## src/rtl/spiseq_pkg.sv

```systemverilog
// Shared constants and types for the SPI byte sequencer.
// Assumes a 64-bit register word and eight one-byte program slots.
package spiseq_pkg;
    localparam int WORD_W  = 64;
    localparam int IDX_W   = 4;

    // register indices
    localparam logic [IDX_W-1:0] IDX_LOOPCFG = 4'd1;
    localparam logic [IDX_W-1:0] IDX_CLKCFG  = 4'd3;
    localparam logic [IDX_W-1:0] IDX_TXD     = 4'd5;
    localparam logic [IDX_W-1:0] IDX_RXD     = 4'd6;
    localparam logic [IDX_W-1:0] IDX_PROG    = 4'd7;
    localparam logic [IDX_W-1:0] IDX_STAT    = 4'd8;

    // loop configuration fields
    localparam int LOOP_LSB = 32;
    localparam int LOOP_W   = 8;
    localparam int IMPL_BIT = 10;

    // clock configuration fields
    localparam int DIV_LSB  = 52;
    localparam int DIV_W    = 12;
    localparam int RST_A0   = 36;
    localparam int RST_A1   = 38;
    localparam int RST_B0   = 37;
    localparam int RST_B1   = 39;

    // status fields
    localparam int ST_RFULL = 63;
    localparam int ST_RUND  = 61;
    localparam int ST_TFULL = 59;
    localparam int ST_TOVR  = 58;
    localparam int ST_STATE = 48;

    typedef enum logic [1:0] {
        ENG_IDLE  = 2'd0,
        ENG_FETCH = 2'd1,
        ENG_WAIT  = 2'd2,
        ENG_SHIFT = 2'd3
    } eng_state_t;

    typedef enum logic [1:0] {
        KIND_OUT  = 2'd0,
        KIND_IN   = 2'd1,
        KIND_COPY = 2'd2
    } op_kind_t;
endpackage

```

## src/rtl/spiseq_shifter.sv

```systemverilog
// Mode-0 bit shifter: clocks 8*nbytes bits, MOSI from the top bit of the
// loaded word, MISO shifted into the bottom of the receive word on each
// rising SCK. Assumes start is only raised while idle and nbytes is 1..8.
module spiseq_shifter #(
    parameter int DATA_W = 64,
    parameter int DIV_W  = 12
) (
    input  logic              clk,
    input  logic              rst_n,
    input  logic              abort,
    input  logic              start,
    input  logic [3:0]        nbytes,
    input  logic [DATA_W-1:0] tx_word,
    input  logic [DIV_W-1:0]  div,
    input  logic              miso,
    output logic              sck,
    output logic              mosi,
    output logic              busy,
    output logic              done,
    output logic [DATA_W-1:0] rx_word
);
    localparam int CNT_W = $clog2(DATA_W + 1);

    logic [DIV_W-1:0]  phase_cnt;
    logic [CNT_W-1:0]  bits_left;
    logic [DATA_W-1:0] tx_sh;

    // bit timing, shifting and completion pulse
    always_ff @(posedge clk) begin
        if (!rst_n || abort) begin
            busy      <= 1'b0;
            done      <= 1'b0;
            sck       <= 1'b0;
            phase_cnt <= '0;
            bits_left <= '0;
            tx_sh     <= '0;
            rx_word   <= '0;
        end else begin
            done <= 1'b0;
            if (start && !busy) begin
                busy      <= 1'b1;
                sck       <= 1'b0;
                phase_cnt <= '0;
                bits_left <= CNT_W'({nbytes, 3'b000});
                tx_sh     <= tx_word;
                rx_word   <= '0;
            end else if (busy) begin
                if (phase_cnt == div) begin
                    phase_cnt <= '0;
                    if (!sck) begin
                        sck     <= 1'b1;
                        rx_word <= {rx_word[DATA_W-2:0], miso};
                    end else begin
                        sck       <= 1'b0;
                        tx_sh     <= {tx_sh[DATA_W-2:0], 1'b0};
                        bits_left <= bits_left - 1'b1;
                        if (bits_left == CNT_W'(1)) begin
                            busy <= 1'b0;
                            done <= 1'b1;
                        end
                    end
                end else begin
                    phase_cnt <= phase_cnt + 1'b1;
                end
            end
        end
    end

    // MOSI is driven only while a byte is in flight
    always_comb mosi = busy & tx_sh[DATA_W-1];

    p_sck_idle_low_r10: assert property (@(posedge clk) disable iff (!rst_n)
        !busy |-> !sck);

    p_done_single_r10: assert property (@(posedge clk) disable iff (!rst_n)
        done |=> !done);
endmodule

```

## src/rtl/spiseq_engine.sv

```systemverilog
// Opcode engine: fetches one program byte per cycle, drives chip selects,
// hands shifts to the shifter and handles waits, copy and counted branch.
// Assumes prog is stable while running; start restarts from slot 0.
module spiseq_engine
    import spiseq_pkg::*;
#(
    parameter int NUM_CS  = 4,
    parameter int CNT_W   = 8
) (
    input  logic              clk,
    input  logic              rst_n,
    input  logic              start,
    input  logic              soft_rst,
    input  logic [WORD_W-1:0] prog,
    input  logic [CNT_W-1:0]  loop_init,
    input  logic              implicit_en,
    input  logic              tdr_full,
    input  logic              rdr_full,
    input  logic              sh_done,
    output logic              sh_start,
    output logic [3:0]        sh_nbytes,
    output logic              take_tx,
    output logic              load_rx,
    output logic              copy_rx,
    output logic [NUM_CS-1:0] cs_n,
    output logic [3:0]        state_bits
);
    eng_state_t      state;
    op_kind_t        kind;
    logic [2:0]      pc;
    logic [CNT_W-1:0] loop_q;
    logic            armed;
    logic [3:0]      nbytes_q;
    logic [7:0]      op;
    logic            last_slot;
    logic            wait_go;
    logic [NUM_CS-1:0] sel_dec;

    // current opcode and end-of-program detection
    always_comb begin
        op        = prog[{~pc, 3'b000} +: 8];
        last_slot = (pc == 3'd7);
    end

    // chip-select decode of the low opcode nibble
    always_comb begin
        for (int i = 0; i < NUM_CS; i++) begin
            sel_dec[i] = (op[3:0] != 4'(i + 1));
        end
    end

    // wait release condition per operation kind
    always_comb begin
        unique case (kind)
            KIND_OUT:  wait_go = tdr_full;
            KIND_IN:   wait_go = !rdr_full && (!armed || tdr_full);
            KIND_COPY: wait_go = rdr_full && !tdr_full;
            default:   wait_go = 1'b0;
        endcase
    end

    // handshake strobes toward the shifter and the data registers
    always_comb begin
        sh_start   = (state == ENG_WAIT) && wait_go && (kind != KIND_COPY);
        take_tx    = sh_start && ((kind == KIND_OUT) || armed);
        copy_rx    = (state == ENG_WAIT) && wait_go && (kind == KIND_COPY);
        load_rx    = (state == ENG_SHIFT) && sh_done && (kind == KIND_IN);
        sh_nbytes  = nbytes_q;
        state_bits = 4'(1) << state;
    end

    // program counter, loop counter and state sequencing
    always_ff @(posedge clk) begin
        if (!rst_n || soft_rst) begin
            state    <= ENG_IDLE;
            kind     <= KIND_OUT;
            pc       <= '0;
            loop_q   <= '0;
            armed    <= 1'b0;
            nbytes_q <= 4'd1;
            cs_n     <= '1;
        end else if (start) begin
            state  <= ENG_FETCH;
            pc     <= '0;
            loop_q <= loop_init;
            armed  <= implicit_en;
        end else begin
            unique case (state)
                ENG_FETCH: begin
                    unique case (op[7:4])
                        4'h0: begin
                            if (op[3:0] == 4'h0) begin
                                state <= ENG_IDLE;
                            end else if (last_slot) begin
                                state <= ENG_IDLE;
                            end else begin
                                pc <= pc + 3'd1;
                            end
                        end
                        4'h1: begin
                            cs_n <= sel_dec;
                            if (last_slot) state <= ENG_IDLE;
                            else           pc <= pc + 3'd1;
                        end
                        4'h3, 4'h4: begin
                            if (op[3:0] == 4'h0) begin
                                if (last_slot) state <= ENG_IDLE;
                                else           pc <= pc + 3'd1;
                            end else begin
                                nbytes_q <= (op[3:0] > 4'd8) ? 4'd8 : op[3:0];
                                kind     <= (op[7:4] == 4'h3) ? KIND_OUT : KIND_IN;
                                state    <= ENG_WAIT;
                            end
                        end
                        4'hC: begin
                            if (op[3:0] == 4'h0) begin
                                kind  <= KIND_COPY;
                                state <= ENG_WAIT;
                            end else if (last_slot) begin
                                state <= ENG_IDLE;
                            end else begin
                                pc <= pc + 3'd1;
                            end
                        end
                        4'hE: begin
                            if (loop_q != '0) begin
                                loop_q <= loop_q - 1'b1;
                                pc     <= op[2:0];
                            end else if (last_slot) begin
                                state <= ENG_IDLE;
                            end else begin
                                pc <= pc + 3'd1;
                            end
                        end
                        default: begin
                            if (last_slot) state <= ENG_IDLE;
                            else           pc <= pc + 3'd1;
                        end
                    endcase
                end
                ENG_WAIT: begin
                    if (sh_start) begin
                        state <= ENG_SHIFT;
                        if (kind == KIND_IN) armed <= 1'b0;
                    end else if (copy_rx) begin
                        if (last_slot) state <= ENG_IDLE;
                        else begin
                            pc    <= pc + 3'd1;
                            state <= ENG_FETCH;
                        end
                    end
                end
                ENG_SHIFT: begin
                    if (sh_done) begin
                        if (last_slot) state <= ENG_IDLE;
                        else begin
                            pc    <= pc + 3'd1;
                            state <= ENG_FETCH;
                        end
                    end
                end
                default: state <= ENG_IDLE;
            endcase
        end
    end

    p_cs_onehot_r2: assert property (@(posedge clk) disable iff (!rst_n)
        $onehot0(~cs_n));

    p_rx_into_empty_r5: assert property (@(posedge clk) disable iff (!rst_n)
        load_rx |-> !rdr_full);

    p_loop_step_r6: assert property (@(posedge clk) disable iff (!rst_n)
        (state == ENG_FETCH && op[7:4] == 4'hE && loop_q != '0 && !start && !soft_rst)
        |=> (loop_q == $past(loop_q) - 1'b1) && (pc == $past(op[2:0])));

    p_idle_no_shift_r9: assert property (@(posedge clk) disable iff (!rst_n)
        (state == ENG_IDLE) |-> !sh_start && !copy_rx);
endmodule

```

## src/rtl/spi_byte_sequencer.sv

```systemverilog
// Top of the SPI byte sequencer: register file, data-register handshake
// flags, status word and two-step soft reset, around the opcode engine and
// the bit shifter. Assumes at most one of reg_wr / reg_rd per cycle.
module spi_byte_sequencer
    import spiseq_pkg::*;
#(
    parameter int NUM_CS = 4
) (
    input  logic                 clk,
    input  logic                 rst_n,
    input  logic                 reg_wr,
    input  logic                 reg_rd,
    input  logic [IDX_W-1:0]     reg_idx,
    input  logic [WORD_W-1:0]    reg_wdata,
    output logic [WORD_W-1:0]    reg_rdata,
    output logic                 spi_sck,
    output logic                 spi_mosi,
    input  logic                 spi_miso,
    output logic [NUM_CS-1:0]    spi_cs_n
);
    logic [WORD_W-1:0] loopcfg_q, clkcfg_q, tx_q, rx_q, prog_q;
    logic tdr_full, rdr_full, tdr_ovr, rdr_und, rst_armed;
    logic wr_loop, wr_clk, wr_tx, wr_prog, wr_stat, rd_rx, soft_rst;
    logic sh_start, sh_done, sh_busy, take_tx, load_rx, copy_rx;
    logic [3:0] sh_nbytes, state_bits;
    logic [WORD_W-1:0] sh_rx, status_w;

    // register access decode and soft-reset detection
    always_comb begin
        wr_loop  = reg_wr && (reg_idx == IDX_LOOPCFG);
        wr_clk   = reg_wr && (reg_idx == IDX_CLKCFG);
        wr_tx    = reg_wr && (reg_idx == IDX_TXD);
        wr_prog  = reg_wr && (reg_idx == IDX_PROG);
        wr_stat  = reg_wr && (reg_idx == IDX_STAT);
        rd_rx    = reg_rd && (reg_idx == IDX_RXD);
        soft_rst = wr_clk && rst_armed && reg_wdata[RST_B0] && reg_wdata[RST_B1];
    end

    // configuration and program registers, reset arming
    always_ff @(posedge clk) begin
        if (!rst_n) begin
            loopcfg_q <= '0;
            clkcfg_q  <= '0;
            prog_q    <= '0;
            rst_armed <= 1'b0;
        end else begin
            if (wr_loop) loopcfg_q <= reg_wdata;
            if (wr_prog) prog_q    <= reg_wdata;
            if (wr_clk) begin
                clkcfg_q  <= reg_wdata;
                rst_armed <= reg_wdata[RST_A0] && reg_wdata[RST_A1];
            end
        end
    end

    // transmit word and its full / overrun flags
    always_ff @(posedge clk) begin
        if (!rst_n) begin
            tx_q     <= '0;
            tdr_full <= 1'b0;
            tdr_ovr  <= 1'b0;
        end else if (soft_rst) begin
            tdr_full <= 1'b0;
            tdr_ovr  <= 1'b0;
        end else begin
            if (take_tx) tdr_full <= 1'b0;
            if (copy_rx) begin
                tx_q     <= rx_q;
                tdr_full <= 1'b1;
            end
            if (wr_tx) begin
                if (tdr_full) begin
                    tdr_ovr <= 1'b1;
                end else begin
                    tx_q     <= reg_wdata;
                    tdr_full <= 1'b1;
                end
            end
            if (wr_stat) tdr_ovr <= 1'b0;
        end
    end

    // receive word and its full / underrun flags
    always_ff @(posedge clk) begin
        if (!rst_n) begin
            rx_q     <= '0;
            rdr_full <= 1'b0;
            rdr_und  <= 1'b0;
        end else if (soft_rst) begin
            rdr_full <= 1'b0;
            rdr_und  <= 1'b0;
        end else begin
            if (rd_rx) begin
                if (rdr_full) rdr_full <= 1'b0;
                else          rdr_und  <= 1'b1;
            end
            if (copy_rx) rdr_full <= 1'b0;
            if (load_rx) begin
                rx_q     <= sh_rx;
                rdr_full <= 1'b1;
            end
            if (wr_stat) rdr_und <= 1'b0;
        end
    end

    // status word assembly
    always_comb begin
        status_w              = '0;
        status_w[ST_RFULL]    = rdr_full;
        status_w[ST_RUND]     = rdr_und;
        status_w[ST_TFULL]    = tdr_full;
        status_w[ST_TOVR]     = tdr_ovr;
        status_w[ST_STATE+:4] = state_bits;
    end

    // read data multiplexer
    always_comb begin
        unique case (reg_idx)
            IDX_LOOPCFG: reg_rdata = loopcfg_q;
            IDX_CLKCFG:  reg_rdata = clkcfg_q;
            IDX_TXD:     reg_rdata = tx_q;
            IDX_RXD:     reg_rdata = rx_q;
            IDX_PROG:    reg_rdata = prog_q;
            IDX_STAT:    reg_rdata = status_w;
            default:     reg_rdata = '0;
        endcase
    end

    spiseq_engine #(
        .NUM_CS (NUM_CS),
        .CNT_W  (LOOP_W)
    ) engine_i (
        .clk         (clk),
        .rst_n       (rst_n),
        .start       (wr_prog),
        .soft_rst    (soft_rst),
        .prog        (wr_prog ? reg_wdata : prog_q),
        .loop_init   (loopcfg_q[LOOP_LSB +: LOOP_W]),
        .implicit_en (loopcfg_q[IMPL_BIT]),
        .tdr_full    (tdr_full),
        .rdr_full    (rdr_full),
        .sh_done     (sh_done),
        .sh_start    (sh_start),
        .sh_nbytes   (sh_nbytes),
        .take_tx     (take_tx),
        .load_rx     (load_rx),
        .copy_rx     (copy_rx),
        .cs_n        (spi_cs_n),
        .state_bits  (state_bits)
    );

    spiseq_shifter #(
        .DATA_W (WORD_W),
        .DIV_W  (DIV_W)
    ) shifter_i (
        .clk     (clk),
        .rst_n   (rst_n),
        .abort   (wr_prog || soft_rst),
        .start   (sh_start),
        .nbytes  (sh_nbytes),
        .tx_word (tx_q),
        .div     (clkcfg_q[DIV_LSB +: DIV_W]),
        .miso    (spi_miso),
        .sck     (spi_sck),
        .mosi    (spi_mosi),
        .busy    (sh_busy),
        .done    (sh_done),
        .rx_word (sh_rx)
    );

    p_take_needs_full_r3: assert property (@(posedge clk) disable iff (!rst_n)
        take_tx |-> tdr_full);

    p_tx_write_sets_full_r3: assert property (@(posedge clk) disable iff (!rst_n)
        (wr_tx && !tdr_full) |=> tdr_full);

    p_rx_read_clears_r4: assert property (@(posedge clk) disable iff (!rst_n)
        (rd_rx && rdr_full) |=> !rdr_full);

    p_start_idle_shifter_r10: assert property (@(posedge clk) disable iff (!rst_n)
        sh_start |-> !sh_busy);

    p_soft_reset_clears_r12: assert property (@(posedge clk) disable iff (!rst_n)
        soft_rst |=> !tdr_full && !rdr_full && (&spi_cs_n) && !spi_sck);
endmodule

```

## config.mk

```make
export PLATFORM = sky130hd
export DESIGN_NAME = spi_byte_sequencer
export DESIGN_NICKNAME = d
export VERILOG_FILES = /design/src/rtl/spiseq_pkg.sv /design/src/rtl/spiseq_shifter.sv /design/src/rtl/spiseq_engine.sv /design/src/rtl/spi_byte_sequencer.sv
export SDC_FILE = /design/constraint.sdc
export NUM_CORES = 1
export LEC_CHECK = 0
export BUFFER_PORTS_ARGS = -buffer_cell sky130_fd_sc_hd__buf_2
export CORE_ASPECT_RATIO = 1.25
export CORE_MARGIN = 1.5
export CORE_UTILIZATION = 35
export DETAILED_ROUTE_END_ITERATION = 8
export PLACE_DENSITY = 0.5
export SLEW_MARGIN = 30
export SYNTH_ARGS = -nofsm -noshare
export SYNTH_HDL_FRONTEND = slang
export SYNTH_SLANG_ARGS = --single-unit
```

## constraint.sdc

```tcl
create_clock -name clk -period 3.96 [get_ports clk]
set_input_delay 0.396 -clock clk [delete_from_list [all_inputs] [get_ports clk]]
set_output_delay 0.396 -clock clk [all_outputs]
set_load 0.005 [all_outputs]
```

# After elaboration in Yosys (flattened, before gate mapping)
# Cells that the tools add are included.
[totals] register_bits=499 input_bits=73 elab_cells=209
[op_classes] n_addsub=4 order_cmp=1 eq_ne=36 n_shift=2 n_mux=63 bitwise=10 reduce_logical=67
[ops] op="64-bit 2-to-1 mux" n=8
[ops] op="64-bit case mux with 6 select lines" n=1
[ops] op="64-bit by 7-bit variable part select with 8-bit output" n=1
[ops] op="8-bit 2-to-1 mux" n=4
[ops] op="7-bit 2-to-1 mux" n=4
[ops] op="3-bit AND reduction" n=8
[ops] op="1-bit 2-to-1 mux" n=21
[ops] op="3-bit 2-to-1 mux" n=7
[ops] op="2-bit 2-to-1 mux" n=10
[ops] op="2-bit nonzero test" n=10
[ops] op="1-bit logical AND" n=19
[ops] op="3-bit case mux with 3 select lines" n=2
[ops] op="4-bit by 3-bit equality test with 1-bit output, second input constant" n=4
[ops] op="12-bit by 1-bit adder with 12-bit output, second input constant" n=1
[ops] op="12-bit equality test" n=1
[ops] op="4-bit equality test, second input constant" n=3
[ops] op="12-bit 2-to-1 mux" n=1
[ops] op="2-bit OR reduction" n=5
[ops] op="3-bit by 2-bit inequality test with 1-bit output, second input constant" n=3
[ops] op="4-bit by 1-bit equality test with 1-bit output, second input constant" n=2
[ops] op="4-bit by 2-bit equality test with 1-bit output, second input constant" n=2
[ops] op="4-bit logical NOT" n=2
[ops] op="2-bit inequality test, second input constant" n=4
[ops] op="4-bit by 2-bit inequality test with 1-bit output, second input constant" n=2
[ops] op="33 further kinds" n=58

# Longest topological paths before layout
[depth] word_depth=11 depth_mapped=15

# Hierarchy
# A second synthesis with hierarchy kept.
[hier_totals] hier_cells=2708 area_unflattened_um2=22442.8
[by_module_without_submodules] module="spi_byte_sequencer" instances=1 cells_per_inst=1696 area_per_inst_um2=14161.1 seq_area_each_um2=6506.2
[by_module_without_submodules] module="spiseq_shifter" instances=1 cells_per_inst=789 area_per_inst_um2=6277.3 seq_area_each_um2=3002.9
[by_module_without_submodules] module="spiseq_engine" instances=1 cells_per_inst=223 area_per_inst_um2=2004.4 seq_area_each_um2=480.5

# Least setup slack after synthesis
# Ideal clock, no wire load.
[synth_path] path_kind="input-to-reg" start="in reg_idx[1]" end="reg engine_i.kind[0]" arrival_ps=3091 path_slack_ps=804 stages=13 cell_sequence="buf_2 > and4b_1 > buf_6 > nand2_8 > mux4_2 > a22o_1 > a221oi_4 > mux2i_1 > nand3_1 > or3_1 > buf_2 > o22a_1 > nor2_1"
[synth_between] elab_chain_len=8
[synth_lines] element="start: declaration" line_no="spi_byte_sequencer.sv:13" source="input logic [IDX_W-1:0] reg_idx,"
[synth_lines] element="4-bit by 3-bit equality test with 1-bit output" line_no="spi_byte_sequencer.sv:33" source="wr_prog = reg_wr && (reg_idx == IDX_PROG);"
[synth_lines] element="1-bit logical AND" line_no="spi_byte_sequencer.sv:33"
[synth_lines] element="64-bit 2-to-1 mux"
[synth_lines] element="64-bit by 7-bit variable part select with 8-bit output" line_no="spiseq_engine.sv:41" source="op = prog[{~pc, 3'b000} +: 8];"
[synth_lines] element="4-bit by 3-bit equality test with 1-bit output / 4-bit by 2-bit equality test with 1-bit output (equally long branches)" line_no="spiseq_engine.sv:90, spiseq_engine.sv:111"
[synth_lines] element="2-bit OR reduction / 1-bit 2-to-1 mux (equally long branches)"
[synth_lines] element="2-bit inequality test (no source line) (tied with other cells)"
[synth_lines] element="5-bit AND reduction (no source line) / 2-bit case mux with 2 select lines (equally long branches)"
[synth_lines] element="end signal: assignment" line_no="spiseq_engine.sv:111" source="kind <= (op[7:4] == 4'h3) ? KIND_OUT : KIND_IN;"
[synth_lines] element="end: declaration" line_no="spiseq_engine.sv:29" source="op_kind_t kind;"
# Several ways; a longest one is shown, not always the timed one. The select of a mux whose other input is x is not followed.
# A chain may end at the register's enable or synchronous reset.

# Worst setup path in the final report
[layout_path] start="reg engine_i.pc[0]" end="reg engine_i.kind[0]"
[layout_between] elab_chain_len=6
[layout_lines] element="start: declaration" line_no="spiseq_engine.sv:30" source="logic [2:0] pc;"
[layout_lines] element="start signal: assignment" line_no="spiseq_engine.sv:97" source="pc <= pc + 3'd1;"
[layout_lines] element="start signal: assignment" line_no="spiseq_engine.sv:103" source="else pc <= pc + 3'd1;"
[layout_lines] element="start signal: assignment" line_no="spiseq_engine.sv:108" source="else pc <= pc + 3'd1;"
[layout_lines] element="3-bit NOT *" line_no="spiseq_engine.sv:41"
[layout_lines] element="64-bit by 7-bit variable part select with 8-bit output *" line_no="spiseq_engine.sv:41"
[layout_lines] element="4-bit by 3-bit equality test with 1-bit output / 4-bit by 2-bit equality test with 1-bit output (equally long branches)" line_no="spiseq_engine.sv:90, spiseq_engine.sv:111"
[layout_lines] element="2-bit OR reduction / 1-bit 2-to-1 mux (equally long branches)"
[layout_lines] element="2-bit inequality test (no source line) (tied with other cells)"
[layout_lines] element="5-bit AND reduction (no source line) / 2-bit case mux with 2 select lines (equally long branches)"
# Mark *: on every way between the ends. The rest lies on a longest branch, timed or not. The select of a mux whose other input is x is not followed.

==> key figures <==
Yosys
  • Async SR Flop Fraction: 0
  • Synth area leaders: dfxtp_1, nand2_1, a21boi_0
  • #FFs+latches synth: 499
  • Yosys warns: 0
  • Syn Std Cell Area: 22700 um2
  • Area share of the largest cell type after synthesis: 0.439
  • Synth area leader: dfxtp_1
  • EDFF count, synth: 0
  • Net Count, Synth: 2810
  • Syn Inst Count: roughly 2700
  • Top_reg_cell synth: dfxtp_1
  • Syn_area_per_cell: roughly 8.3 um2
  • Post-synth cell types: 58
  • Most common cell in the synthesized netlist: nand2_1
  • Synth cell count leaders: nand2_1, dfxtp_1, a21boi_0
  • Sequential area share after synthesis: 0.439

Global route
  • Largest net degree at the start of global routing: 163
  • Tot GR Track Use: 0.227
  • First-pass GRT wire length: 118000 um
  • Grt ovf: 0
  • Vias in the first global route: 19163
  • Initial antenna violation count: 1

Power and ir drop
  • Leak pwr: between 10 and 15 nW
  • PD cells: approximately 410 nW/um2
  • Peak supply drop: ~0.00037 V

Critical path
  • Worst Setup Path Type: flip-flop to flip-flop
  • Startpoint Class: flip-flop
  • CP required: approximately 4500 ps
  • R2r setup slk: about 440 ps
  • Worst endpoint data arrival time: approximately 4000 ps
  • Crit-path max FO: 36
  • Worst setup EP type: flip-flop

STA
  • Skew final: between 15 and 20 ps
  • FMAX: around 280 MHz
  • Rel. slew slack: 0.391
  • TNS Setup: 0 ps
  • Max Slew Vio Count: 0
  • Crit path time final: around 3500 ps
  • Final setup viols: 0
  • Final Hold Vio Count: 0
  • RSZ-0062 raised after global routing: false
  • Least-Margin Pin Slew: about 900 ps
  • Period utilisation layout: 0.888

Clock network
  • Clock buffer depth: 3
  • Clock root buffer: clkbuf_16
  • CTS Buf Count: 54
  • Clock Latency Late Sink: around 600 ps
  • CTS Sinks: around 500
  • Post-CTS Hold Buffers: 0
  • CTS tree: built
  • Clk slew on worst S/H paths: roughly 60 ps
  • Total setup buffers inserted after CTS: 0
  • Post-CTS Resized: 0
  • # H-tree levels: 2

Routing
  • Final wirelength: between 70000 and 80000 um
  • Antenna viol nets, final: 0
  • Remaining routing DRC violations: 0
  • Vias: around 20000
  • DR pass1 iterations: 8
  • Via density: 5.37
  • Avg WL per Cell: 21.1 um
  • Drt initial violations: approximately 1400

Layout
  • Footprint of the multi-input gates: 11900 um2
  • Share of layout cells above drive strength 1: 0.112
  • Register Area: roughly 10000 um2
  • Diodes inserted: 0
  • Final core utilization: 0.405
  • Synth-to-layout area growth: 14.6%
  • FILL cells: roughly 6600
  • Nets: roughly 2800

Die
  • Die ar.: between 60000 and 70000 um2
  • # IOs: 143
  • Core Region: between 60000 and 70000 um2
  • Starting Density: 0.354
  • Overall die height: roughly 290 um
  • Row count: 104
  • Die W: about 230 um

Status
  • Status: complete, no violations

Placed design
  • Gpl congestion: about 0.89
  • DP HPWL: a little over 50000 um
  • Port Buffers: between 100 and 150

Worst hold path
  • HP Class: primary input to flip-flop

Flow run
  • # Max-Cap Violations: 0
[final timing paths]
check,startpoint,to,depth (start not counted)
setup / recovery,engine_i.pc[0],engine_i.kind[0],11
hold / removal,spi_miso,shifter_i.rx_word[0],3
setup reg to reg,engine_i.pc[0],engine_i.kind[0],11
hold reg to reg,clkcfg_q[5],clkcfg_q[5],2
[kinds of logic (layout without fill, tap and decap cells)]
family,Yosys count,in the layout,share of synthesized area
mux,163,163,0.0756
xor+xnor,37,37,0.0142
simple gates,1107,1107,0.199
buf+inv,240,305,0.0422
compound gates,681,681,0.226
flops,499,499,0.439
fa+ha+maj,5,5,0.00275
[where the power goes]
group	internal, mW	switching, mW	total, mW
combinational	0.158	0.337	0.495
clock	2.94	2.10	5.03
sequential	5.06	0.0353	5.10
[registers in the layout (all words and copies together), names as in the netlist, 2 cells and up]
signal,flops
engine_i.cs_n,4
rx_q,64
tx_q,64
engine_i.pc,3
engine_i.kind,2
loopcfg_q,64
engine_i.state,2
shifter_i.rx_word,64
clkcfg_q,64
engine_i.sh_nbytes,4
shifter_i.bits_left,7
prog_q,64
shifter_i.tx_sh,64
shifter_i.phase_cnt,12
engine_i.loop_q,8
[layout by cell type, fill, tap and decap left out, types with 4 or more instances in the layout]
cell and count:
nand2b_1 19, inv_1 13, clkbuf_1 14, buf_12 13, nor3_1 25, clkinv_2 9, nand3_1 46, a22oi_1 95
xor2_1 13, and3_1 7, mux4_2 7, nor2_1 142, or2_2 4, and2_1 4, mux2i_1 156, a222oi_1 56
o41ai_1 4, dfxtp_1 498, clkbuf_16 55, a21boi_0 240, buf_4 39, clkbuf_8 15, nor2b_1 22, xnor2_1 24
a31oi_1 7, nand4_1 7, nand2_2 4, ha_1 5, nand2_1 793, o211a_1 64, buf_2 141, a211oi_1 82
a21oi_1 82, o21ai_0 36
[routing by layer]
metal	GRT usage	vias up	wire length, um
met1	0.278	9469	32800
li1	-	9558	-
met5	0	-	0
met4	0.0639	0	1870
met2	0.416	446	39600
met3	0.0247	113	2690
[worst max-delay path: stages, from the launching register on]
cell and delay [ps]:
dfxtp_2 820, buf_4 270, nand2b_1 130, a22oi_1 70
o21ai_0 320, nand4_1 300, or2_2 370, mux2i_1 140
nand3_1 180, or3_1 500, o22a_1 260, nor2_1 90
[area by class of cell]
type                    count  share of cell area
clock inverters            14             0.00499
multi-input cells        1993               0.458
clock buffers              83              0.0622
repair buffers            194              0.0488
inverters                  14             0.00202
flip-flops and latches    499               0.383
well taps                 848              0.0407
[through the flow]
step | worst slack (ps) | area [um2] | power, mW | hold WS, ps | instances
6_report | 442 | 26100 | 10.6 | 35.3 | 3645
5_1_grt | 233 | 26100 | 11.0 | 22.3 | 3645
2_1_floorplan | 804 | 22700 | 5.45 | 437 | 2732
3_5_place_dp | 271 | 24300 | 5.71 | 457 | 3547
4_1_cts | 454 | 26000 | 10.7 | 2.64 | 3644
3_3_place_gp | 314 | 24300 | 5.70 | 448 | 3547
No activity file was read; power rests on OpenSTA's default activity.
